<file path="config.mk">
export PLATFORM = sky130hd
export DESIGN_NAME = numerr_irq_ctrl
export DESIGN_NICKNAME = d
export VERILOG_FILES = /design/src/rtl/numerr_pkg.sv /design/src/rtl/numerr_ctrl.sv /design/src/rtl/numerr_dp.sv /design/src/rtl/numerr_irq_ctrl.sv
export SDC_FILE = /design/constraint.sdc
export NUM_CORES = 1
export LEC_CHECK = 0
export ABC_AREA = 1
export BUFFER_PORTS_ARGS = -buffer_cell sky130_fd_sc_hd__clkbuf_2
export CAP_MARGIN = 20
export CORE_AREA = 2 2 39 41
export DETAILED_ROUTE_END_ITERATION = 12
export DIE_AREA = 0 0 41 43
export PLACE_DENSITY_LB_ADDON = 0.05
export SETUP_SLACK_MARGIN = 0.4
export SLEW_MARGIN = 10
export SYNTH_ARGS = -nofsm -noshare
export SYNTH_HDL_FRONTEND = slang
export SYNTH_SLANG_ARGS = --single-unit
</file>
<file path="constraint.sdc">
create_clock -name clk -period 2.5 [get_ports clk]
set_input_delay 0.25 -clock clk [delete_from_list [all_inputs] [get_ports clk]]
set_output_delay 0.25 -clock clk [all_outputs]
set_load 0.05 [all_outputs]
</file>
<file path="src/rtl/numerr_pkg.sv">
package numerr_pkg;
  typedef enum logic [1:0] {
    ST_IDLE     = 2'd0,
    ST_ASSERTED = 2'd1,
    ST_IGNORING = 2'd2
  } errState_e;

  typedef struct packed {
    logic setIrq;
    logic clrIrq;
    logic setIgn;
    logic clrIgn;
  } errStrobe_t;
endpackage

</file>
<file path="src/rtl/numerr_ctrl.sv">
module numerr_ctrl
  import numerr_pkg::*;
(
  input  logic       clk,
  input  logic       rstN,
  input  logic       nativeErrMode,
  input  logic       errSummary,
  input  logic       ackHit,
  output errStrobe_t strobe
);
  errState_e stateQ, stateD;

  always_comb begin
    stateD = stateQ;
    unique case (stateQ)
      ST_IDLE:
        if (!nativeErrMode && errSummary) stateD = ST_ASSERTED;
      ST_ASSERTED:
        if (ackHit)                            stateD = ST_IGNORING;
        else if (nativeErrMode || !errSummary) stateD = ST_IDLE;
      ST_IGNORING:
        if (!errSummary) stateD = ST_IDLE;
      default: stateD = ST_IDLE;
    endcase
  end

  always_ff @(posedge clk) begin
    if (!rstN) stateQ <= ST_IDLE;
    else       stateQ <= stateD;
  end

  always_comb begin
    strobe.setIrq = (stateQ != ST_ASSERTED) && (stateD == ST_ASSERTED);
    strobe.clrIrq = (stateQ == ST_ASSERTED) && (stateD != ST_ASSERTED);
    strobe.setIgn = (stateQ != ST_IGNORING) && (stateD == ST_IGNORING);
    strobe.clrIgn = (stateQ == ST_IGNORING) && (stateD != ST_IGNORING);
  end


  native_blocks_chk: assert property (@(posedge clk) disable iff (!rstN)
    nativeErrMode |=> (stateQ != ST_ASSERTED));


  idle_raise_chk: assert property (@(posedge clk) disable iff (!rstN)
    (stateQ == ST_IDLE && !nativeErrMode && errSummary) |=> (stateQ == ST_ASSERTED));


  drop_no_ack_chk: assert property (@(posedge clk) disable iff (!rstN)
    (stateQ == ST_ASSERTED && !ackHit && (nativeErrMode || !errSummary)) |=> (stateQ == ST_IDLE));
endmodule

</file>
<file path="src/rtl/numerr_dp.sv">
module numerr_dp
  import numerr_pkg::*;
#(
  parameter int               ADDR_W    = 16,
  parameter int               SIZE_W    = 2,
  parameter logic [ADDR_W-1:0] ACK_PORT = 16'h00F0,
  parameter logic [SIZE_W-1:0] SIZE_BYTE = '0
) (
  input  logic              clk,
  input  logic              rstN,
  input  logic              errSummary,
  input  logic              ioWrValid,
  input  logic [ADDR_W-1:0] ioWrAddr,
  input  logic [SIZE_W-1:0] ioWrSize,
  input  errStrobe_t        strobe,
  output logic              ackHit,
  output logic              irqOut,
  output logic              ignoreErr
);
  localparam int PAIR_W = ADDR_W - 1;

  logic irqQ, ignQ;

  assign ackHit = ioWrValid && (ioWrSize == SIZE_BYTE) &&
                  (ioWrAddr[ADDR_W-1:1] == ACK_PORT[ADDR_W-1:1]) && (PAIR_W > 0);

  always_ff @(posedge clk) begin
    if (!rstN) begin
      irqQ <= 1'b0;
      ignQ <= 1'b0;
    end else begin
      if (strobe.setIrq)      irqQ <= 1'b1;
      else if (strobe.clrIrq) irqQ <= 1'b0;
      if (strobe.setIgn)      ignQ <= 1'b1;
      else if (strobe.clrIgn) ignQ <= 1'b0;
    end
  end

  assign irqOut    = irqQ;
  assign ignoreErr = ignQ;


  ack_to_ignore_chk: assert property (@(posedge clk) disable iff (!rstN)
    (irqOut && ackHit) |=> (!irqOut && ignoreErr));


  no_reassert_chk: assert property (@(posedge clk) disable iff (!rstN)
    ignoreErr |=> !irqOut);


  resume_chk: assert property (@(posedge clk) disable iff (!rstN)
    (ignoreErr && !errSummary) |=> !ignoreErr);


  exclusive_chk: assert property (@(posedge clk) disable iff (!rstN)
    !(irqOut && ignoreErr));
endmodule

</file>
<file path="src/rtl/numerr_irq_ctrl.sv">
module numerr_irq_ctrl
  import numerr_pkg::*;
#(
  parameter int ADDR_W = 16,
  parameter int SIZE_W = 2
) (
  input  logic              clk,
  input  logic              rstN,
  input  logic              nativeErrMode,
  input  logic              errSummary,
  input  logic              ioWrValid,
  input  logic [ADDR_W-1:0] ioWrAddr,
  input  logic [SIZE_W-1:0] ioWrSize,
  output logic              irqOut,
  output logic              ignoreErr
);
  errStrobe_t strobe;
  logic       ackHit;

  numerr_ctrl u_ctrl (
    .clk           (clk),
    .rstN          (rstN),
    .nativeErrMode (nativeErrMode),
    .errSummary    (errSummary),
    .ackHit        (ackHit),
    .strobe        (strobe)
  );

  numerr_dp #(
    .ADDR_W    (ADDR_W),
    .SIZE_W    (SIZE_W),
    .ACK_PORT  (ADDR_W'(16'h00F0)),
    .SIZE_BYTE ('0)
  ) u_dp (
    .clk        (clk),
    .rstN       (rstN),
    .errSummary (errSummary),
    .ioWrValid  (ioWrValid),
    .ioWrAddr   (ioWrAddr),
    .ioWrSize   (ioWrSize),
    .strobe     (strobe),
    .ackHit     (ackHit),
    .irqOut     (irqOut),
    .ignoreErr  (ignoreErr)
  );


  reset_clear_chk: assert property (@(posedge clk)
    !rstN |=> (!irqOut && !ignoreErr));
endmodule

</file>
After elaboration in Yosys (flattened, before gate mapping)
Index checks and enable logic that the tools add are counted.
{"block": "totals", "regBits": 4, "latch_bits": 0, "ram_bits": 0, "romBits": 0, "inputBits": 23, "output_inout_bits": 2, "elab_cells": 35, "mem_count": 0}
{"block": "classes", "n_addsub": 0, "multipliers": 0, "n_div": 0, "n_lt_le_gt_ge": 0, "n_eq_ne": 9, "shift": 0, "n_mux": 9, "bitwise_logic": 0, "reduce_logical": 14}
{"cell": "15-bit by 7-bit == test with 1-bit output (second input constant)", "n": 1}
{"cell": "2-bit 2-to-1 mux", "n": 4}
{"cell": "1-bit logical AND", "n": 7}
{"cell": "2-bit case mux with 3 select lines", "n": 1}
{"cell": "2-bit by 1-bit == test with 1-bit output (second input constant)", "n": 2}
{"cell": "2-bit == test (second input constant)", "n": 2}
{"cell": "2-bit zero test", "n": 2}
{"cell": "1-bit 2-to-1 mux", "n": 4}
{"cell": "2-bit by 1-bit != test with 1-bit output (second input constant)", "n": 2}
{"cell": "2-bit != test (second input constant)", "n": 2}
{"cell": "2-bit nonzero test", "n": 2}
{"cell": "1-bit zero test", "n": 2}
{"cell": "1-bit logical OR", "n": 1}

Depth between registers and ports, before layout
{"block": "logic_depth", "ltp_word": 9, "ltp_mapped": 11}

Cells and area by module
Synthesis repeated with hierarchy kept, for this count alone.
{"block": "unflattened", "cells_unflattened": 54, "area_unflattened_um2": 296.5}
{"mod": "numerr_dp", "instances": 1, "cells_per_inst": 32, "area_per_inst_um2": 158.9, "seq_area_each_um2": 40.0}
{"mod": "numerr_ctrl", "instances": 1, "cells_per_inst": 22, "area_per_inst_um2": 137.6, "seq_area_each_um2": 40.0}

Least setup slack after synthesis
Ideal clock, no wire load.
{"block": "synth_path", "path_kind": "input -> register", "startpoint": "input port ioWrAddr[2]", "endpoint": "register u_dp.irqQ (netlist: u_dp.irqOut)", "setup_time_ns": 0.119, "arrival_time_ns": 1.236, "t_required_ns": 2.381, "setup_slack_ns": 1.145, "path_stages": 8, "path_buffers": 0, "path_cell_list": "or2_1 -> nor2_2 -> nand3_1 -> nand2_1 -> inv_1 -> ha_1 -> o21ai_0 -> a21oi_1"}
{"block": "synth_via", "elab_chain_cells": 7, "elab_cells_between_ends": 10}
{"item": "start, declared", "line": "numerr_irq_ctrl.sv:12", "source": "input logic [ADDR_W-1:0] ioWrAddr,"}
{"item": "15-bit by 7-bit == test with 1-bit output (*)", "line": "numerr_dp.sv:25", "source": "(ioWrAddr[ADDR_W-1:1] == ACK_PORT[ADDR_W-1:1]) && (PAIR_W > 0);"}
{"item": "1-bit logical AND (*)", "line": "numerr_dp.sv:24", "source": "assign ackHit = ioWrValid && (ioWrSize == SIZE_BYTE) &&"}
{"item": "2-bit 2-to-1 mux (*)", "line": "numerr_ctrl.sv:19", "source": "if (ackHit) stateD = ST_IGNORING;"}
{"item": "2-bit case mux with 3 select lines (*)", "line": "numerr_ctrl.sv:15", "source": "unique case (stateQ)"}
{"item": "2-bit by 1-bit == test with 1-bit output or 2-bit by 1-bit != test with 1-bit output (tied branches)", "line": "numerr_ctrl.sv:33, numerr_ctrl.sv:34"}
{"item": "1-bit logical AND (on tied branches)", "line": "numerr_ctrl.sv:33, numerr_ctrl.sv:34"}
{"item": "1-bit 2-to-1 mux or 2-bit nonzero test (tied branches)"}
{"item": "end signal, assigned", "line": "numerr_dp.sv:29", "source": "irqQ <= 1'b0;"}
{"item": "end signal, assigned", "line": "numerr_dp.sv:32", "source": "if (strobe.setIrq) irqQ <= 1'b1;"}
{"item": "end signal, assigned", "line": "numerr_dp.sv:33", "source": "else if (strobe.clrIrq) irqQ <= 1'b0;"}
{"item": "end, declared", "line": "numerr_dp.sv:22", "source": "logic irqQ, ignQ;"}
Every way passes the cells marked *; elsewhere a longest branch is shown, timed or not.
A chain may end at the register's enable or synchronous reset.

Worst setup path in the final report
Same ends and word-level chain as after synthesis.

==> results.cfg <==
[run_status]
status = complete, no violations

[timing]
fin_hold_ws_ns = 0.271
fin_worst_skew_ns = 0.000674
max_freq_mhz = 780
fin_ws_ns = 1.22
slew_headroom_pct = 81.8
fin_crit_ns = 1.28
hold_viol_final = 0
rsz0062_at_grt = no
setup_viol = 0
slew_violations = 0
tightest_slew_ns = 0.274
tns_ns = 0
finalCritPeriodShare_pct = 51.3

[worst_setup_path]
r2r_slack_ns = 1.22
crit_fanout = 2
slowest_delay_ns = 0.28
path_buf_inv = 2
cp-end-kind = register
path_class = in -> reg
rr_startpoint = u_ctrl.stateQ[0]$_SDFF_PN0_
crit_path_start = ioWrAddr[2]
crit_path_cell_trace = clkbuf_2, or2_1, nor2_2, nand3_1, nand2_1, inv_1, ha_1, o21ai_0, a21oi_1
required_ns = 2.62
crit_path_top_delay_cell = ha_1
worstSetupStartpointType = primary input
arrival_ns = 1.40
cp_top_family = simple AND/OR/NAND/NOR gates
reg2regPathDepth = 7
rr_endpoint = u_dp.ignoreErr$_SDFFE_PN0P_

[grt]
use_met1_pct = 9.94
gr-usage-all-layers_pct = 9.43
busiest_layer = met2
gr-total-overflow = 0
first_global_vias = 302
grt_use_met2_pct = 12.2
antenna_found_initial = 0
grt_use_met3_pct = 4.71
grt_max_degree = 5
grt_first_pass_wirelength_mm = 1.04

[die]
core_um2 = 1380
fp.dieW_um = 41
io_pins = 25
num_rows = 14
fp.dieH_um = 43
floorplan.die_area_um2 = 1760
start_util_pct = 21.2

[finish]
stdcell_count = 90
nFillCells = 164
antenna_cells = 0
final_nets = 101
drive_above_1_share_pct = 40.5
area_growth_pct = 53.6

[clock_tree]
clock_sinks = 4
cts_buffers = 3
cts_setup_buffers = 0
hold_buffers = 0
cts_buffer_depth = 2
cts.repair.resized = 0
cts_tree = yes
root_buffer = clkbuf_4
clk_pin_slew_ns = 0.04
clk-insertion-delay-late_ns = 0.23
htreeDepth = 1

[pwr]
leakage_nw = 0.257
p_per_area_nw_per_um2 = 405
peakVddDrop_mv = 0.172

[yosys]
yosysTopAreaCellShare_pct = 27.2
ys_seq_area_share_pct = 27.2
synth_area_leaders = dfxtp_1 27%, inv_1 17%, nand2_1 11%
synth_top_cell_by_area = dfxtp_1
ys_ff_latch = 4
syn_area_um2 = 294
ys_types = 13
syn_avg_cell_area_um2 = 6.13
ys_warn_count = 0
synthCells = 48
synth_nets = 73

[drt]
wl_per_cell_um = 6.40
firstDrtPassIters = 4
drc_errors = 0
ant_nets = 0
drtIter0Drc = 6
vias = 341
vias_per_cell = 3.79
finalWirelength_um = 576

[hold_path]
min_to = u_ctrl.stateQ[1]$_SDFF_PN0_
worst_hold_path_type = in -> reg
holdPathStages = 3
hp-start = rstN

[placement]
place_inst = 87
io_buffers = 23
pre_cts_slack_ns = 0.953
globalplace.congestion = 0.583
dp_hpwl_um = 530

[flow_run]
drv_cap = 0
cells in the final DEF, fill, tap and decap left out:
cell type | synthesis | final
a21oi_1 | 2 | 2
a21oi_2 | 1 | 1
clkbuf_2 | 0 | 23
clkbuf_4 | 0 | 3
dfxtp_1 | 4 | 4
ha_1 | 2 | 2
inv_1 | 13 | 13
nand2_1 | 9 | 9
nand3_1 | 3 | 3
nand3_2 | 1 | 1
nand3b_1 | 1 | 1
nor2_1 | 7 | 7
nor2_2 | 2 | 2
o21ai_0 | 2 | 2
or2_1 | 1 | 1
how the worst max path moves through the flow:
stage,end,slack (ns),cells past startpoint
floorplan,u_dp.irqOut$_SDFFE_PN0P_,1.14,8
finish,u_dp.irqOut$_SDFFE_PN0P_,1.22,9
detailed placement,u_dp.irqOut$_SDFFE_PN0P_,0.95,9
CTS,u_dp.irqOut$_SDFFE_PN0P_,1.18,12
global route,u_dp.irqOut$_SDFFE_PN0P_,0.97,12
global placement,u_dp.irqOut$_SDFFE_PN0P_,0.96,12
sequential cells by signal (all words and copies together) (netlist names):
register and count:
u_dp.irqOut 1, u_ctrl.stateQ 2, u_dp.ignoreErr 1
worst min-delay path, delay by kind of cell:
kind	cells	cell delay (ns)
buffers and inverters	2	0.17
AO/OA/AOI/OAI	1	0.03
where the power goes:
group	internal [mW]	leakage, nW	total (mW)	switching (mW)
clock	0.0537	0.0138	0.0802	0.0265
combinational	0.0181	0.211	0.0357	0.0176
sequential	0.0663	0.0326	0.0671	0.000887
total	0.138	0.257	0.183	0.0449
cells in the mapped netlist:
library cell	instances
a21oi_1	2
nand2_1	9
o21ai_0	2
nand3_2	1
dfxtp_1	4
nor2_2	2
nand3_1	3
nor2_1	7
inv_1	13
nand3b_1	1
or2_1	1
a21oi_2	1
ha_1	2
area by class of cell:
class | instances | area, µm² | share of cell area, %
Clock buffer | 3 | 22.5 | 4.99
Inverter | 13 | 48.8 | 10.8
Multi-Input combinational cell | 31 | 165 | 36.6
Sequential cell | 4 | 80.1 | 17.7
Tap cell | 16 | 20.0 | 4.43
Timing Repair Buffer | 23 | 115 | 25.5
metal layers:
layer,vias to the layer above,share of wire (%)
li1,195,-
met1,122,44
met2,22,43
met3,2,11
met4,0,1.4
met5,-,0
metrics by stage:
stage / area (µm²) / utilization (%) / total power [mW]
finish: 452 / 32.6 / 0.183
global route: 452 / 32.6 / 0.195
CTS: 452 / 32.6 / 0.186
detailed placement: 429 / 31.0 / 0.104
global placement: 429 / 31.0 / 0.104
floorplan: 294 / - / 0.0855
logic make-up (layout without fill, tap and decap cells):
kind of cell	count (synthesis)	after routing	synth area share (%)
flops	4	4	27.2
simple gates	24	24	37.9
compound gates	5	5	9.79
buf+inv	13	39	16.6
fa+ha+maj	2	2	8.51
(Power assumes the default switching activity.)
